==> src/rtl/halt_awu_pkg.sv <==
package halt_awu_pkg;

  typedef enum logic [2:0] {
    ST_RUN  = 3'd0,
    ST_HALT = 3'd1,
    ST_OSC  = 3'd2,
    ST_STAB = 3'd3,
    ST_PLL  = 3'd4
  } seq_st_e;

  localparam logic [1:0] HALT_MASK = 2'b10;

  function automatic int unsigned stab_cycles(input logic sel,
                                              input int unsigned short_len,
                                              input int unsigned long_len);
    return sel ? long_len : short_len;
  endfunction

endpackage

==> src/rtl/awu_wake_qual.sv <==
module awu_wake_qual #(
  parameter int unsigned      IRQ_W        = 4,
  parameter logic [IRQ_W-1:0] WAKE_CAPABLE = 4'b0101
) (
  input  logic             sys_rst_req,
  input  logic             awu_tick,
  input  logic [IRQ_W-1:0] ext_irq,
  output logic             wake_any,
  output logic             wake_rst
);
  logic ext_hit;

  always_comb begin
    ext_hit  = |(ext_irq & WAKE_CAPABLE);
    wake_rst = sys_rst_req;
    wake_any = sys_rst_req | awu_tick | ext_hit;
  end
endmodule

==> src/rtl/awu_stab_timer.sv <==
module awu_stab_timer
  import halt_awu_pkg::*;
#(
  parameter int unsigned SHORT_DLY = 256,
  parameter int unsigned LONG_DLY  = 4096
) (
  input  logic clk,
  input  logic rst_n,
  input  logic run,
  input  logic sel,
  output logic done
);
  localparam int unsigned CNT_W = $clog2(LONG_DLY);

  logic [CNT_W-1:0] cnt_q;
  logic [CNT_W-1:0] last;

  always_comb begin
    last = CNT_W'(stab_cycles(sel, SHORT_DLY, LONG_DLY) - 1);
    done = run && (cnt_q == last);
  end

  always_ff @(posedge clk or negedge rst_n) begin
    if (!rst_n)      cnt_q <= '0;
    else if (!run)   cnt_q <= '0;
    else if (!done)  cnt_q <= cnt_q + 1'b1;
  end
endmodule

==> src/rtl/halt_awu_seq.sv <==
module halt_awu_seq
  import halt_awu_pkg::*;
#(
  parameter int unsigned      IRQ_W        = 4,
  parameter logic [IRQ_W-1:0] WAKE_CAPABLE = 4'b0101,
  parameter int unsigned      SHORT_DLY    = 256,
  parameter int unsigned      LONG_DLY     = 4096
) (
  input  logic             clk,
  input  logic             rst_n,
  input  logic             halt_req,
  input  logic             awu_en,
  input  logic             active_halt_en,
  input  logic             wdg_halt_opt,
  input  logic             sys_rst_req,
  input  logic             awu_tick,
  input  logic [IRQ_W-1:0] ext_irq,
  input  logic [1:0]       irq_prio,
  input  logic [1:0]       cpu_mask,
  input  logic             irq_pop,
  input  logic             delay_sel,
  input  logic             pll_en,
  input  logic             pll_lock,
  input  logic             osc_run,
  output logic             rc_osc_en,
  output logic             main_osc_en,
  output logic             periph_clk_en,
  output logic             cpu_clk_en,
  output logic             wdg_active,
  output logic [1:0]       cc_mask,
  output logic [1:0]       push_mask,
  output logic             fetch_reset_vec,
  output logic             service_irq
);
  seq_st_e    state_q, state_d;
  logic       cause_rst_q, cause_rst_d;
  logic       wdg_opt_q, wdg_opt_d;
  logic [1:0] saved_mask_q, saved_mask_d;
  logic [1:0] prio_q, prio_d;
  logic       in_isr_q, in_isr_d;
  logic       fetch_q, fetch_d;
  logic       svc_q, svc_d;

  // named internal events
  logic wake_any, wake_rst;
  logic stab_run, stab_done;
  logic enter_halt, in_exit, finish;

  awu_wake_qual #(.IRQ_W(IRQ_W), .WAKE_CAPABLE(WAKE_CAPABLE)) u_qual (
    .sys_rst_req (sys_rst_req),
    .awu_tick    (awu_tick),
    .ext_irq     (ext_irq),
    .wake_any    (wake_any),
    .wake_rst    (wake_rst)
  );

  awu_stab_timer #(.SHORT_DLY(SHORT_DLY), .LONG_DLY(LONG_DLY)) u_timer (
    .clk   (clk),
    .rst_n (rst_n),
    .run   (stab_run),
    .sel   (delay_sel),
    .done  (stab_done)
  );

  always_comb begin
    enter_halt = (state_q == ST_RUN) && halt_req && awu_en && !active_halt_en;
    in_exit    = (state_q == ST_OSC) || (state_q == ST_STAB) || (state_q == ST_PLL);
    stab_run   = (state_q == ST_STAB) && !sys_rst_req;
    finish     = !sys_rst_req &&
                 (((state_q == ST_STAB) && stab_done && !pll_en) ||
                  ((state_q == ST_PLL) && pll_lock));
  end

  always_comb begin
    state_d      = state_q;
    cause_rst_d  = cause_rst_q;
    wdg_opt_d    = wdg_opt_q;
    saved_mask_d = saved_mask_q;
    prio_d       = prio_q;
    in_isr_d     = in_isr_q;
    fetch_d      = 1'b0;
    svc_d        = 1'b0;
    unique case (state_q)
      ST_RUN: begin
        if (irq_pop) in_isr_d = 1'b0;
        if (enter_halt) begin
          state_d      = ST_HALT;
          wdg_opt_d    = wdg_halt_opt;
          saved_mask_d = cpu_mask;
          in_isr_d     = 1'b0;
        end
      end
      ST_HALT: begin
        if (wake_any) begin
          state_d     = ST_OSC;
          cause_rst_d = wake_rst;
          prio_d      = irq_prio;
        end
      end
      ST_OSC, ST_STAB, ST_PLL: begin
        if (sys_rst_req) begin
          state_d     = ST_OSC;
          cause_rst_d = 1'b1;
        end else if (state_q == ST_OSC) begin
          if (osc_run) state_d = ST_STAB;
        end else if (state_q == ST_STAB) begin
          if (stab_done && pll_en) state_d = ST_PLL;
        end
        if (finish) begin
          state_d  = ST_RUN;
          fetch_d  = cause_rst_q;
          svc_d    = !cause_rst_q;
          in_isr_d = !cause_rst_q;
        end
      end
      default: state_d = ST_RUN;
    endcase
  end

  always_ff @(posedge clk or negedge rst_n) begin
    if (!rst_n) begin
      state_q      <= ST_RUN;
      cause_rst_q  <= 1'b0;
      wdg_opt_q    <= 1'b1;
      saved_mask_q <= '0;
      prio_q       <= '0;
      in_isr_q     <= 1'b0;
      fetch_q      <= 1'b0;
      svc_q        <= 1'b0;
    end else begin
      state_q      <= state_d;
      cause_rst_q  <= cause_rst_d;
      wdg_opt_q    <= wdg_opt_d;
      saved_mask_q <= saved_mask_d;
      prio_q       <= prio_d;
      in_isr_q     <= in_isr_d;
      fetch_q      <= fetch_d;
      svc_q        <= svc_d;
    end
  end

  always_comb begin
    rc_osc_en       = (state_q == ST_HALT);
    main_osc_en     = (state_q != ST_HALT);
    cpu_clk_en      = (state_q != ST_HALT);
    periph_clk_en   = (state_q == ST_RUN);
    wdg_active      = (state_q == ST_HALT) ? wdg_opt_q : 1'b1;
    push_mask       = saved_mask_q;
    fetch_reset_vec = fetch_q;
    service_irq     = svc_q;
    if (state_q != ST_RUN) cc_mask = HALT_MASK;
    else if (in_isr_q)     cc_mask = prio_q;
    else                   cc_mask = cpu_mask;
  end
endmodule

==> config.mk <==
export PLATFORM = sky130hd
export DESIGN_NAME = halt_awu_seq
export DESIGN_NICKNAME = d
export VERILOG_FILES = /design/src/rtl/halt_awu_pkg.sv /design/src/rtl/awu_wake_qual.sv /design/src/rtl/awu_stab_timer.sv /design/src/rtl/halt_awu_seq.sv
export SDC_FILE = /design/constraint.sdc
export NUM_CORES = 1
export LEC_CHECK = 0
export BUFFER_PORTS_ARGS = -buffer_cell sky130_fd_sc_hd__buf_2
export CAP_MARGIN = 25
export CORE_MARGIN = 10
export CORE_UTILIZATION = 56
export CTS_CLUSTER_DIAMETER = 30
export CTS_CLUSTER_SIZE = 24
export DETAILED_ROUTE_END_ITERATION = 6
export GPL_ROUTABILITY_DRIVEN = 0
export PLACE_DENSITY = 0.89
export SETUP_SLACK_MARGIN = 0.5
export SLEW_MARGIN = 20
export SYNTH_ARGS = -nofsm -noshare
export SYNTH_HDL_FRONTEND = slang
export SYNTH_SLANG_ARGS = --single-unit
==> constraint.sdc <==
create_clock -name clk -period 3.9 [get_ports clk]
set_input_delay 0.78 -clock clk [delete_from_list [all_inputs] [get_ports clk]]
set_output_delay 0.78 -clock clk [all_outputs]
set_load 0.01 [all_outputs]
After elaboration in Yosys (flattened, before gate mapping)
Cells that the tools add are included.

word-level totals
  flip-flop bits (word level) = 24
  input port bits = 21
  output and inout bits = 11
  logic and storage cells = 80

cells by class
  add/subtract/negate cells = 2
  eq/ne operators = 15
  multiplexer cells = 26
  bitwise logic cells = 2
  reduce and logical (&&, ||, !) cells = 26

operator list
  cell                     number
  $mux W12                 2
  $mux W3                  8
  $ne A5 B5 Y1 const B     3
  $add A12 B1 Y12 const B  1
  $eq A12 B12 Y1           1
  $sub A12 B1 Y12 const B  1
  $logic_and A1 B1 Y1      10
  $mux W1                  10
  $mux W9                  1
  $pmux W3 S3              1
  $eq A3 B2 Y1 const B     2
  $ne A2 B2 Y1 const B     3
  $reduce_and A3 Y1        2
  $reduce_and A5 Y1        1
  $logic_not A1 Y1         4
  $mux W2                  2
  $ne A2 B1 Y1 const B     2
  $pmux W1 S2              2
  $reduce_and A2 Y1        2
  $reduce_bool A2 Y1       2
  $eq A3 B1 Y1 const B     1
  $eq A3 B3 Y1 const B     1
  $logic_not A3 Y1         1
  $ne A3 B1 Y1 const B     1
  6 further kinds          7

Depth between registers and ports, before layout
  word-level depth = 11
  mapped depth = 6
  mapped depth without buffers = 5

By module
Synthesis repeated with hierarchy kept, for this count alone.

unflattened totals
  cell total of the unflattened synthesis = 145
  area total of the unflattened synthesis = 1475.2 um2

modules (own cells, without submodules)
  module          times used  cells each  area an instance (um2)  sequential area each (um2)
  halt_awu_seq    1           70          770.7                   301.5
  awu_stab_timer  1           73          689.4                   300.3
  awu_wake_qual   1           2           15.0                    0.0

Worst setup path after synthesis
No wires, ideal clock.

  path kind = reg-to-output
  start point = register state_q[2]
  end point = output port wdg_active
  arrival time = 1.348 ns
  required time = 3.120 ns
  slack = 1.772 ns
  stages on the path, launching flop included = 5
  path buffers = 2
  path through = dfrtp_1 -> clkbuf_1 -> or3b_1 -> clkbuf_1 -> or2_2

between the ends
  word-level cells in the longest chain between the ends = 2

ends and longest elaborated chain
  element                   line                 text
  start: declaration        halt_awu_seq.sv:35   seq_st_e state_q, state_d;
  start signal: assignment  halt_awu_seq.sv:131  state_q <= state_d;
  $eq A3 B1 Y1              halt_awu_seq.sv:147  wdg_active = (state_q == ST_HALT) ? wdg_opt_q : 1'b1;
  $mux W1                   halt_awu_seq.sv:147
  end: declaration          halt_awu_seq.sv:29   output logic wdg_active,

No other way between the ends.

Worst setup path after layout
Ends and elaborated chain as after synthesis.

==> results.json <==
{
  "fin_skew_ns": 0.0163,
  "grt_use_total": 0.127,
  "hpwl_um": 2550,
  "critPathTopFamily": "simple AND/OR/NAND/NOR gates",
  "nets": 186,
  "port_buffers": 29,
  "cts_root_buf": "clkbuf_4",
  "worst_pin_slew_ns": 0.550,
  "hold_slack_ns": 0.410,
  "reg2reg_to": "in_isr_q",
  "critPathCaptureType": "primary output",
  "io_pins": 32,
  "worstPathCellList": "or3b_1 > or2_2 > buf_2",
  "syn_area_per_cell_um2": 9.98,
  "critPathMaxStageDelay_ns": 0.52,
  "cts_max_level": 1,
  "rsz0062_at_grt": "false",
  "met1_usage": 0.153,
  "cp_max_fo": 10,
  "cp-start-kind": "register",
  "worst_slack_ns": 1.35,
  "setup_viol": 0,
  "dp.cells": 187,
  "powerDensity_nw_per_um2": 356,
  "rows": 17,
  "slew_headroom": 0.631,
  "outcome": "completed",
  "synth_cells": 136,
  "post-place-ws_ns": 1.68,
  "multi_input_area_um2": 712,
  "first_global_vias": 1159,
  "cts.path.max_buffers": 2,
  "power.leakage_nw": 0.671,
  "path_class": "reg -> out",
  "numCtsBuffers": 3,
  "cts_tree": "built",
  "finalMaxSlewViolations": 0,
  "finalCriticalPeriod_ns": 2.55,
  "hold_buffers": 0,
  "met2_usage": 0.227,
  "hold_class": "in -> async",
  "drive_gt1_frac": 0.288,
  "cp.arrival_ns": 1.77,
  "synth_edf_count": 0,
  "post_cts_buffers": 0,
  "yosysWarnings": 0,
  "routed_wl_um": 3240,
  "synth.distinct_cells": 45,
  "hold_viol_final": 0,
  "grt_max_degree": 25,
  "start_util": 0.602,
  "syn_nets": 158,
  "grt-ovfl-total": 0,
  "synthArstFlopShare": 1.00,
  "drt-initial-drc-count": 141,
  "area_growth_pct": 13.4,
  "r2r_cells": 4,
  "clk_latency_ns": 0.32,
  "antenna_found_initial": 0,
  "coreArea_um2": 2250,
  "cp-startpoint": "state_q[2]",
  "final_cell_area_um2": 1540,
  "placed_area_um2": 1510,
  "netlist_area_um2": 1360,
  "numClockSinks": 24,
  "post_cts_resized": 0,
  "fin_cells": 191,
  "netlist_top_cells_area": "dfrtp_1, mux2_2, mux2i_1",
  "use_met3": 0.0200,
  "ant_nets": 0,
  "grt_first_pass_wirelength_um": 5420,
  "vias": 1170,
  "cp.required_ns": 3.12,
  "fmax_mhz": 393,
  "synth.top_cell.area_share": 0.424,
  "ys.flop_type": "dfrtp_1",
  "critPathSlowestCell": "dfrtp_1",
  "path_clk_slew_ns": 0.14,
  "regToRegStartpoint": "state_q[2]",
  "max-cap-violations": 0,
  "setup_tns_ns": 0,
  "irDropWorstVdd_v": 0.000284,
  "finalCritPeriodShare": 0.653,
  "totalPowerFinal_uw": 547,
  "drc": 0,
  "synth.yosys.seq_area_share": 0.443,
  "dr.pass1.iters": 4,
  "wl_per_cell_um": 17.0,
  "gr-max-usage-layer": "met2",
  "rrSetupSlack_ns": 2.03,
  "die_width_um": 69.2,
  "yosysTopAreaCell": "dfrtp_1",
  "synth_seq_cells": 24,
  "via_per_inst": 6.13,
  "critical_path_buf_inv_count": 1,
  "ff_latch_area_um2": 602,
  "antennaDiodeCount": 0,
  "n_fill_cell": 189,
  "utilization": 0.683,
  "chipHeight_um": 69.2,
  "die_area_um2": 4790
}
## registers in the layout, summed over array words and instances, names as in the netlist
| signal | flops |
|---|---|
| wdg_opt_q | 1 |
| fetch_reset_vec | 1 |
| u_timer.cnt_q | 12 |
| state_q | 3 |
| prio_q | 2 |
| cause_rst_q | 1 |
| service_irq | 1 |
| push_mask | 2 |
| in_isr_q | 1 |
## worst max path at each step
stage / endpoint / cells past startpoint
2_1_floorplan: wdg_active / 4
3_3_place_gp: in_isr_q / 5
3_5_place_dp: in_isr_q / 5
4_1_cts: wdg_active / 3
5_1_grt: wdg_active / 3
6_report: wdg_active / 3
## layout by cell type, fill, tap and decap left out, types with 2 or more instances in the layout
cell,instances
buf_2,29
nand2_1,8
a31oi_1,2
inv_1,3
o21ai_0,9
nor3_1,4
clkbuf_4,3
and3_1,5
dfrtp_1,23
o31ai_1,4
nand3b_1,2
a41oi_1,2
nor2_1,8
mux2i_1,5
or4_1,2
a21oi_1,9
nand4_1,4
nor2b_1,4
mux2_2,5
nand3_1,7
## cells by family (layout without fill, tap and decap cells)
| logic type | count (synthesis) | in the layout | share of synthesized area |
|---|---|---|---|
| compound gates | 32 | 32 | 0.180 |
| buf+inv | 10 | 37 | 0.0323 |
| simple gates | 57 | 57 | 0.244 |
| flops | 24 | 24 | 0.443 |
| xor+xnor | 2 | 2 | 0.0129 |
| mux | 10 | 10 | 0.0783 |
| fa+ha+maj | 1 | 1 | 0.00922 |
## cell usage after synthesis, drive strengths merged, types with 3 or more instances
cell type,count
nand2,8
clkbuf,3
nor3,4
a31oi,3
nand4,4
or4,3
o21ai,9
nor2b,4
o31ai,4
inv,3
and3,5
nor2,9
buf,4
nand3,7
mux2,5
dfrtp,23
a21oi,9
mux2i,5
## report_power, final
part,internal [mW],total (mW),switching (mW),leakage [nW]
logic,0.0593,0.123,0.0632,0.342
clock network,0.0399,0.115,0.0749,0.0150
registers,0.285,0.310,0.0253,0.314
## routing by layer
metal / up-vias / part of all wire
li1: 562 / -
met3: 6 / 0.025
met1: 577 / 0.43
met2: 25 / 0.53
met5: - / 0
met4: 0 / 0.017
## area by class of cell
cell class	instances	area share
Sequential cell	24	0.391
Clock buffer	4	0.0171
Timing Repair Buffer	30	0.0992
Inverter	3	0.00732
Multi-Input combinational cell	102	0.463
Tap cell	28	0.0228
(Power assumes the default switching activity.)
